<file path="src/rtl/word_shifter_pkg.sv">
package word_shifter_pkg;

    localparam int WORD_W = 32;
    localparam int AMT_W  = $clog2(WORD_W) + 1;
    localparam int IMM_W  = $clog2(WORD_W);
    localparam int CRF_W  = 4;

    typedef enum logic [1:0] {
        OP_SHL  = 2'b00,
        OP_SHR  = 2'b01,
        OP_SAR  = 2'b10,
        OP_SARI = 2'b11
    } shop_e;

    typedef struct packed {
        logic go_left;
        logic arith;
        logic use_imm;
    } shctl_t;

endpackage

</file>
<file path="src/rtl/shift_amount_sel.sv">
module shift_amount_sel
    import word_shifter_pkg::*;
#(
    parameter int AW = AMT_W,
    parameter int IW = IMM_W
) (
    input  shop_e         op,
    input  logic [AW-1:0] reg_amt,
    input  logic [IW-1:0] imm_amt,
    output shctl_t        ctl,
    output logic [AW-1:0] amt
);
    localparam int PAD = AW - IW;

    always_comb begin
        ctl = '0;
        unique case (op)
            OP_SHL:  ctl = '{go_left: 1'b1, arith: 1'b0, use_imm: 1'b0};
            OP_SHR:  ctl = '{go_left: 1'b0, arith: 1'b0, use_imm: 1'b0};
            OP_SAR:  ctl = '{go_left: 1'b0, arith: 1'b1, use_imm: 1'b0};
            OP_SARI: ctl = '{go_left: 1'b0, arith: 1'b1, use_imm: 1'b1};
            default: ctl = '0;
        endcase
    end

    assign amt = ctl.use_imm ? {{PAD{1'b0}}, imm_amt} : reg_amt;

    always_comb begin
        if (op == OP_SARI)
            AST_IMM_IN_RANGE: assert (amt[AW-1] == 1'b0);
    end
endmodule

</file>
<file path="src/rtl/shift_barrel.sv">
module shift_barrel
    import word_shifter_pkg::*;
#(
    parameter int W  = WORD_W,
    parameter int AW = AMT_W
) (
    input  logic [W-1:0]  din,
    input  logic [AW-1:0] amt,
    input  logic          go_left,
    input  logic          arith,
    output logic [W-1:0]  dout
);
    localparam int STAGES = AW - 1;

    logic         fill;
    logic [W-1:0] flip_in;
    logic [W-1:0] flip_out;
    logic [W-1:0] core_in;
    logic [W-1:0] stage [STAGES+1];

    assign fill = arith & din[W-1];

    genvar gi;
    generate
        for (gi = 0; gi < W; gi++) begin : g_rev_in
            assign flip_in[gi] = din[W-1-gi];
        end
    endgenerate

    assign core_in  = go_left ? flip_in : din;
    assign stage[0] = core_in;

    generate
        for (gi = 0; gi < STAGES; gi++) begin : g_stage
            localparam int SH = 1 << gi;
            assign stage[gi+1] = amt[gi] ? {{SH{fill}}, stage[gi][W-1:SH]} : stage[gi];
        end
    endgenerate

    logic [W-1:0] core_out;
    assign core_out = amt[AW-1] ? {W{fill}} : stage[STAGES];

    generate
        for (gi = 0; gi < W; gi++) begin : g_rev_out
            assign flip_out[gi] = core_out[W-1-gi];
        end
    endgenerate

    assign dout = go_left ? flip_out : core_out;

    always_comb begin
        if (amt[AW-1] && !arith)
            AST_WIDE_LOGICAL_ZERO: assert (dout == '0);
        if (amt == '0)
            AST_ZERO_PASS: assert (dout == din);
        if (arith && din[W-1] && amt != '0)
            AST_SIGN_TOP: assert (dout[W-1] == 1'b1);
    end
endmodule

</file>
<file path="src/rtl/shift_carry.sv">
module shift_carry
    import word_shifter_pkg::*;
#(
    parameter int W  = WORD_W,
    parameter int AW = AMT_W
) (
    input  logic [W-1:0]  din,
    input  logic [AW-1:0] amt,
    input  logic          arith,
    output logic          ca,
    output logic          ca_we
);
    logic [W-1:0] lost_mask;

    genvar gi;
    generate
        for (gi = 0; gi < W; gi++) begin : g_mask
            assign lost_mask[gi] = (AW'(gi) < amt);
        end
    endgenerate

    assign ca    = arith & din[W-1] & (|(din & lost_mask));
    assign ca_we = arith;

    always_comb begin
        if (ca)
            AST_CA_NEEDS_NEG: assert (din[W-1] && arith);
        if (amt == '0)
            AST_CA_ZERO_AMT: assert (!ca);
    end
endmodule

</file>
<file path="src/rtl/shift_crfield.sv">
module shift_crfield
    import word_shifter_pkg::*;
#(
    parameter int W = WORD_W
) (
    input  logic [W-1:0]     res,
    input  logic             rec,
    input  logic             so,
    output logic             we,
    output logic [CRF_W-1:0] field
);
    logic is_zero;
    logic is_neg;

    assign is_zero = ~|res;
    assign is_neg  = res[W-1];

    assign we    = rec;
    assign field = {is_neg, ~is_neg & ~is_zero, is_zero, so};

    always_comb begin
        AST_CR_ONE_HOT: assert ($onehot(field[CRF_W-1:1]));
    end
endmodule

</file>
<file path="src/rtl/word_shifter.sv">
module word_shifter
    import word_shifter_pkg::*;
(
    input  logic [31:0] src_word,
    input  logic [5:0]  reg_amt,
    input  logic [4:0]  imm_amt,
    input  logic [1:0]  op_sel,
    input  logic        rec_en,
    input  logic        so_in,
    output logic [31:0] result,
    output logic        ca_out,
    output logic        ca_valid,
    output logic        cr0_we,
    output logic [3:0]  cr0_val
);
    shop_e             op;
    shctl_t            ctl;
    logic [AMT_W-1:0]  amt;

    assign op = shop_e'(op_sel);

    shift_amount_sel #(.AW(AMT_W), .IW(IMM_W)) u_amt (
        .op      (op),
        .reg_amt (reg_amt),
        .imm_amt (imm_amt),
        .ctl     (ctl),
        .amt     (amt)
    );

    shift_barrel #(.W(WORD_W), .AW(AMT_W)) u_barrel (
        .din     (src_word),
        .amt     (amt),
        .go_left (ctl.go_left),
        .arith   (ctl.arith),
        .dout    (result)
    );

    shift_carry #(.W(WORD_W), .AW(AMT_W)) u_carry (
        .din   (src_word),
        .amt   (amt),
        .arith (ctl.arith),
        .ca    (ca_out),
        .ca_we (ca_valid)
    );

    shift_crfield #(.W(WORD_W)) u_cr (
        .res   (result),
        .rec   (rec_en),
        .so    (so_in),
        .we    (cr0_we),
        .field (cr0_val)
    );

    always_comb begin
        if (!ctl.arith)
            AST_LOGICAL_NO_CA: assert (!ca_out && !ca_valid);
        if (op_sel[1] && amt[5])
            AST_WIDE_SIGN_FILL: assert (result == {32{src_word[31]}});
    end
endmodule

</file>
<file path="config.mk">
export PLATFORM = sky130hd
export DESIGN_NAME = word_shifter
export DESIGN_NICKNAME = d
export VERILOG_FILES = /design/src/rtl/word_shifter_pkg.sv /design/src/rtl/shift_amount_sel.sv /design/src/rtl/shift_barrel.sv /design/src/rtl/shift_carry.sv /design/src/rtl/shift_crfield.sv /design/src/rtl/word_shifter.sv
export SDC_FILE = /design/constraint.sdc
export NUM_CORES = 1
export LEC_CHECK = 0
export BUFFER_PORTS_ARGS = -buffer_cell sky130_fd_sc_hd__buf_2
export CAP_MARGIN = 40
export CORE_MARGIN = 2
export CORE_UTILIZATION = 43
export DETAILED_ROUTE_END_ITERATION = 8
export PLACE_DENSITY = 0.67
export SYNTH_ARGS = -nofsm -noshare
export SYNTH_HDL_FRONTEND = slang
export SYNTH_SLANG_ARGS = --single-unit
export TNS_END_PERCENT = 5
</file>
<file path="constraint.sdc">
create_clock -name vclk -period 10.5
set_input_delay 2.625 -clock vclk [all_inputs]
set_output_delay 2.625 -clock vclk [all_outputs]
set_load 0.01 [all_outputs]
</file>
# Word level (Yosys, flattened, before mapping)
# Index checks and enable logic that the tools add are counted.
# totals
input_bits	47
wordCells	54
ff_bits	0
output_inout_bits	39
# classes
n_eq_ne	3
reduce_logical	4
n_lt_le_gt_ge	32
bitwise	5
muxes	10
# ops
op	count
32-bit 2-to-1 mux	8
5-bit by 6-bit less-than comparator with 1-bit output (first input constant)	16
32-bit OR reduction	2
4-bit by 6-bit less-than comparator with 1-bit output (first input constant)	8
32-bit AND	1
3-bit by 6-bit less-than comparator with 1-bit output (first input constant)	4
1-bit by 6-bit less-than comparator with 1-bit output (first input constant)	2
2-bit by 6-bit less-than comparator with 1-bit output (first input constant)	2
3-bit one-hot mux with 4 select lines	1
6-bit 2-to-1 mux	1
2-bit equality test (second input constant)	2
1-bit AND	3
2-bit by 1-bit equality test with 1-bit output (second input constant)	1
2-bit zero test	1
1-bit zero test	1
1-bit NOT	1

# Depth between registers and ports, before layout
# depth
depth_word	12
ltp_mapped	15
ltp_nobuf	9

# Modules after synthesis
# From an unflattened synthesis, not the netlist that was laid out.
# unflattened
hier_cells	531
hier_area_um2	4254.1
# by_module_without_submodules
mod	seq_area_each_um2	n_inst	area_per_inst_um2	cells_per_inst
shift_barrel	0.0	1	3494.6	420
shift_carry	0.0	1	541.8	85
shift_crfield	0.0	1	112.6	16
shift_amount_sel	0.0	1	105.1	10

# Worst setup path before layout
# OpenSTA, ideal clock, no wires.
# synth_path
path_type	input port to output port
from	input imm_amt[0]
to	output cr0_val[1]
arrival_ps	5230
stages	11
path_buffers	2
slack_ps	2645
t_required_ps	7875
cell_sequence	buf_1 > mux2_2 > a222oi_1 > mux2i_1 > a32oi_1 > and4b_1 > nand4_1 > nand4b_1 > nor4_2 > and3_1 > buf_4
# synth_via
elab_chain_len	10
# synth_rtl
item	line_no	source
start: declaration	word_shifter.sv:6	input logic [4:0] imm_amt,
6-bit 2-to-1 mux	shift_amount_sel.sv:26	assign amt = ctl.use_imm ? {{PAD{1'b0}}, imm_amt} : reg_amt;
32-bit 2-to-1 mux (5 in series)	shift_barrel.sv:36	assign stage[gi+1] = amt[gi] ? {{SH{fill}}, stage[gi][W-1:SH]} : stage[gi];
32-bit 2-to-1 mux	shift_barrel.sv:41	assign core_out = amt[AW-1] ? {W{fill}} : stage[STAGES];
32-bit 2-to-1 mux	shift_barrel.sv:49	assign dout = go_left ? flip_out : core_out;
32-bit OR reduction	shift_crfield.sv:15	assign is_zero = ~|res;
1-bit zero test	shift_crfield.sv:15	
end: declaration	word_shifter.sv:14	output logic [3:0] cr0_val
# Every way passes these cells.

# Worst setup path after layout
# layout_path
from	input op_sel[0]
to	output cr0_val[1]
# layout_via
elab_chain_len	12
elab_cells_between_ends	17
classes_between	eq/ne: 3; mux: 10; bitwise: 1; reduce/logical: 3
# layout_rtl
item	line_no	source
start: declaration	word_shifter.sv:7	input logic [1:0] op_sel,
2-bit equality test, or another cell as far along	--	
3-bit one-hot mux with 4 select lines *	shift_amount_sel.sv:17	unique case (op)
32-bit 2-to-1 mux, or another cell as far along	shift_barrel.sv:30	assign core_in = go_left ? flip_in : din;
32-bit 2-to-1 mux (5 in series)	shift_barrel.sv:36	
32-bit 2-to-1 mux	shift_barrel.sv:41	
32-bit 2-to-1 mux *	shift_barrel.sv:49	
32-bit OR reduction *	shift_crfield.sv:15	
1-bit zero test *	shift_crfield.sv:15	
# Mark *: on every way between the ends. The rest lies on a longest branch, timed or not.

==> impl_results.md <==
* CP endpoint kind: output pin
* Final WL at 23.50 mm
* Top-count cell post-synth: nor2_1
* Port Buf Inserts at 82
* Dpl hpwl at 17.58 mm
* DRT Pass-1 Iters at 6
* Ant. Diodes at 0
* Post-Syn Area per Cell at 6.769 um2
* CP Max Fanout at 48
* Final Max Tran Viols at 0
* Via count at 6715
* P_leak at 2.077 nW
* Filler cell count at 1180
* Initial antenna violation count at 0
* Post-Syn Nets at 776
* Synthesis Warnings at 0
* Die area at 12350 um2
* Relative slew slack at 37.11%
* Maximum clock rate at 107.6 MHz
* Fin nets at 804
* Number of remaining DRC errors at 0
* CP arrival at 6660 ps
* Final Util at 46.58%
* Core area at 11320 um2
* Final GP Congestion at 1.052
* Setup WS post-layout at 1210 ps
* Synth unique cells at 79
* Worst Path Class, Setup: in -> out
* Number of gates resized after CTS at 0
* Antenna Nets Post-Route at 0
* Num ports at 86
* Initial DRC Count at 1174
* GR Util All Layers at 36.17%
* Met2 Use GR at 54.72%
* RSZ-0062 raised after global routing: no
* Sequential cell area at 0 um2
* Area delta synth->final at 6.871%
* Layout cell share with drive strength beyond 1 at 22.78%
* Cell Rows at 39
* Die outline width at 111.1 um
* Syn Inst Count at 729
* Max-cap violations at 0
* Fin crit period at 9290 ps
* Worst slack at placement at 1393 ps
* Setup Buffers After CTS at 0
* Maximum vdd drop at 0.03323 mV
* Seq/Total Area, Yosys at 0%
* Setup violators final at 0
* Vias in the first global route at 5995
* Busiest grt layer: met2
* GR Overflow Total at 0
* Most instantiated cells after synthesis: nor2_1, nand2_1, mux2i_1, a21oi_1, o21ai_0
* Most area-hungry cell type in the Yosys netlist: mux2i_1
* Final Hold Fails at 0
* Initial Util at 43.59%
* Vias per std cell at 7.478
* Period utilization at 88.47%
* Clock buf count at 0
* Power density cells at 73.76 nW/um2
* Synthesized area at 4935 um2
* First-pass GRT wire length at 35.96 mm
* Setup TNS at 0 ps
* Met1 usage at 50.00%
* Slew @ Worst Pin at 943.3 ps
* Hold buffers post-CTS at 0
* Top cell type's share of synthesized area at 13.18%
* Chip height at 111.1 um
* Crit start category: primary input
* Met3 Resource Use GR at 7.818%
* CP required at 7880 ps
* Worst Hold Class: in -> out
* WL per Instance at 26.17 um
* Dominant cells by area after synthesis: mux2i_1, mux2_2, nor2_1, a21oi_1, nand2_1
* Sequential cell count at 0
* Largest net degree at the start of global routing at 49
* Outcome: finished, final reports clean
-- layout by cell type (no fill, tap or decap), types with 8 or more instances in the layout --
| cell | n |
|---|---|
| a31oi_1 | 12 |
| o21ai_0 | 41 |
| buf_2 | 83 |
| buf_4 | 18 |
| o21a_1 | 10 |
| mux2i_1 | 65 |
| nand2_1 | 66 |
| a211o_1 | 8 |
| o22ai_1 | 21 |
| mux2_2 | 29 |
| nor3_1 | 19 |
| nand3_1 | 19 |
| a2111oi_0 | 12 |
| and3_1 | 11 |
| o221ai_1 | 9 |
| a21oi_1 | 57 |
| nor2_1 | 82 |
| a211oi_1 | 19 |
| a221oi_1 | 10 |
-- layout make-up --
type / instances / area, um2 / share of cell area [%]
Multi-Input combinational cell: 646 / 4479 / 84.93
Tap cell: 143 / 178.9 / 3.393
Inverter: 5 / 18.77 / 0.3559
Timing Repair Buffer: 104 / 596.8 / 11.32
-- critical path, stage by stage --
cell and delay [ps]:
buf_2 710, or2_2 530, mux2i_1 640, a2111oi_0 280, a2111oi_1 560, a221oi_1 210
and4bb_1 330, nand4b_1 130, nor4_2 320, and3_1 180, buf_2 120
-- routing by layer --
metal	vias to the layer above	share of wire [%]
met2	576	42
met1	3100	38
met5	-	0
met4	0	5.9
met3	106	15
li1	2933	-
-- path summary, 6_finish.rpt --
kind | from | end | slack [ps] | cells after the start
setup / recovery | op_sel[0] | cr0_val[1] | 1210 | 11
hold / removal | rec_en | cr0_we | 5250 | 0
-- cell families after synthesis --
logic type / synth area share (%)
AOI/OAI and AO/OA: 43.26
and+or+nand+nor: 24.26
buffers and inverters: 9.356
xor gates and xnor gates: 0.3550
muxes: 22.77
-- stage by stage --
step                cells  hold slack (ps)  cell area (um2)  total power, mW
detailed placement    898             5250             5274           0.3697
global placement      894             5250             5223           0.3693
finish                898             5250             5274           0.3890
CTS                   898             5250             5274           0.3712
global route          898             5250             5274           0.4091
floorplan             729             5342             4935           0.2530
-- report_power, final --
part           internal, mW  switching [mW]  leakage [nW]
Sequential                0               0             0
Combinational         0.136           0.253          2.08
Clock                     0               0             0
(Power assumes the default switching activity.)
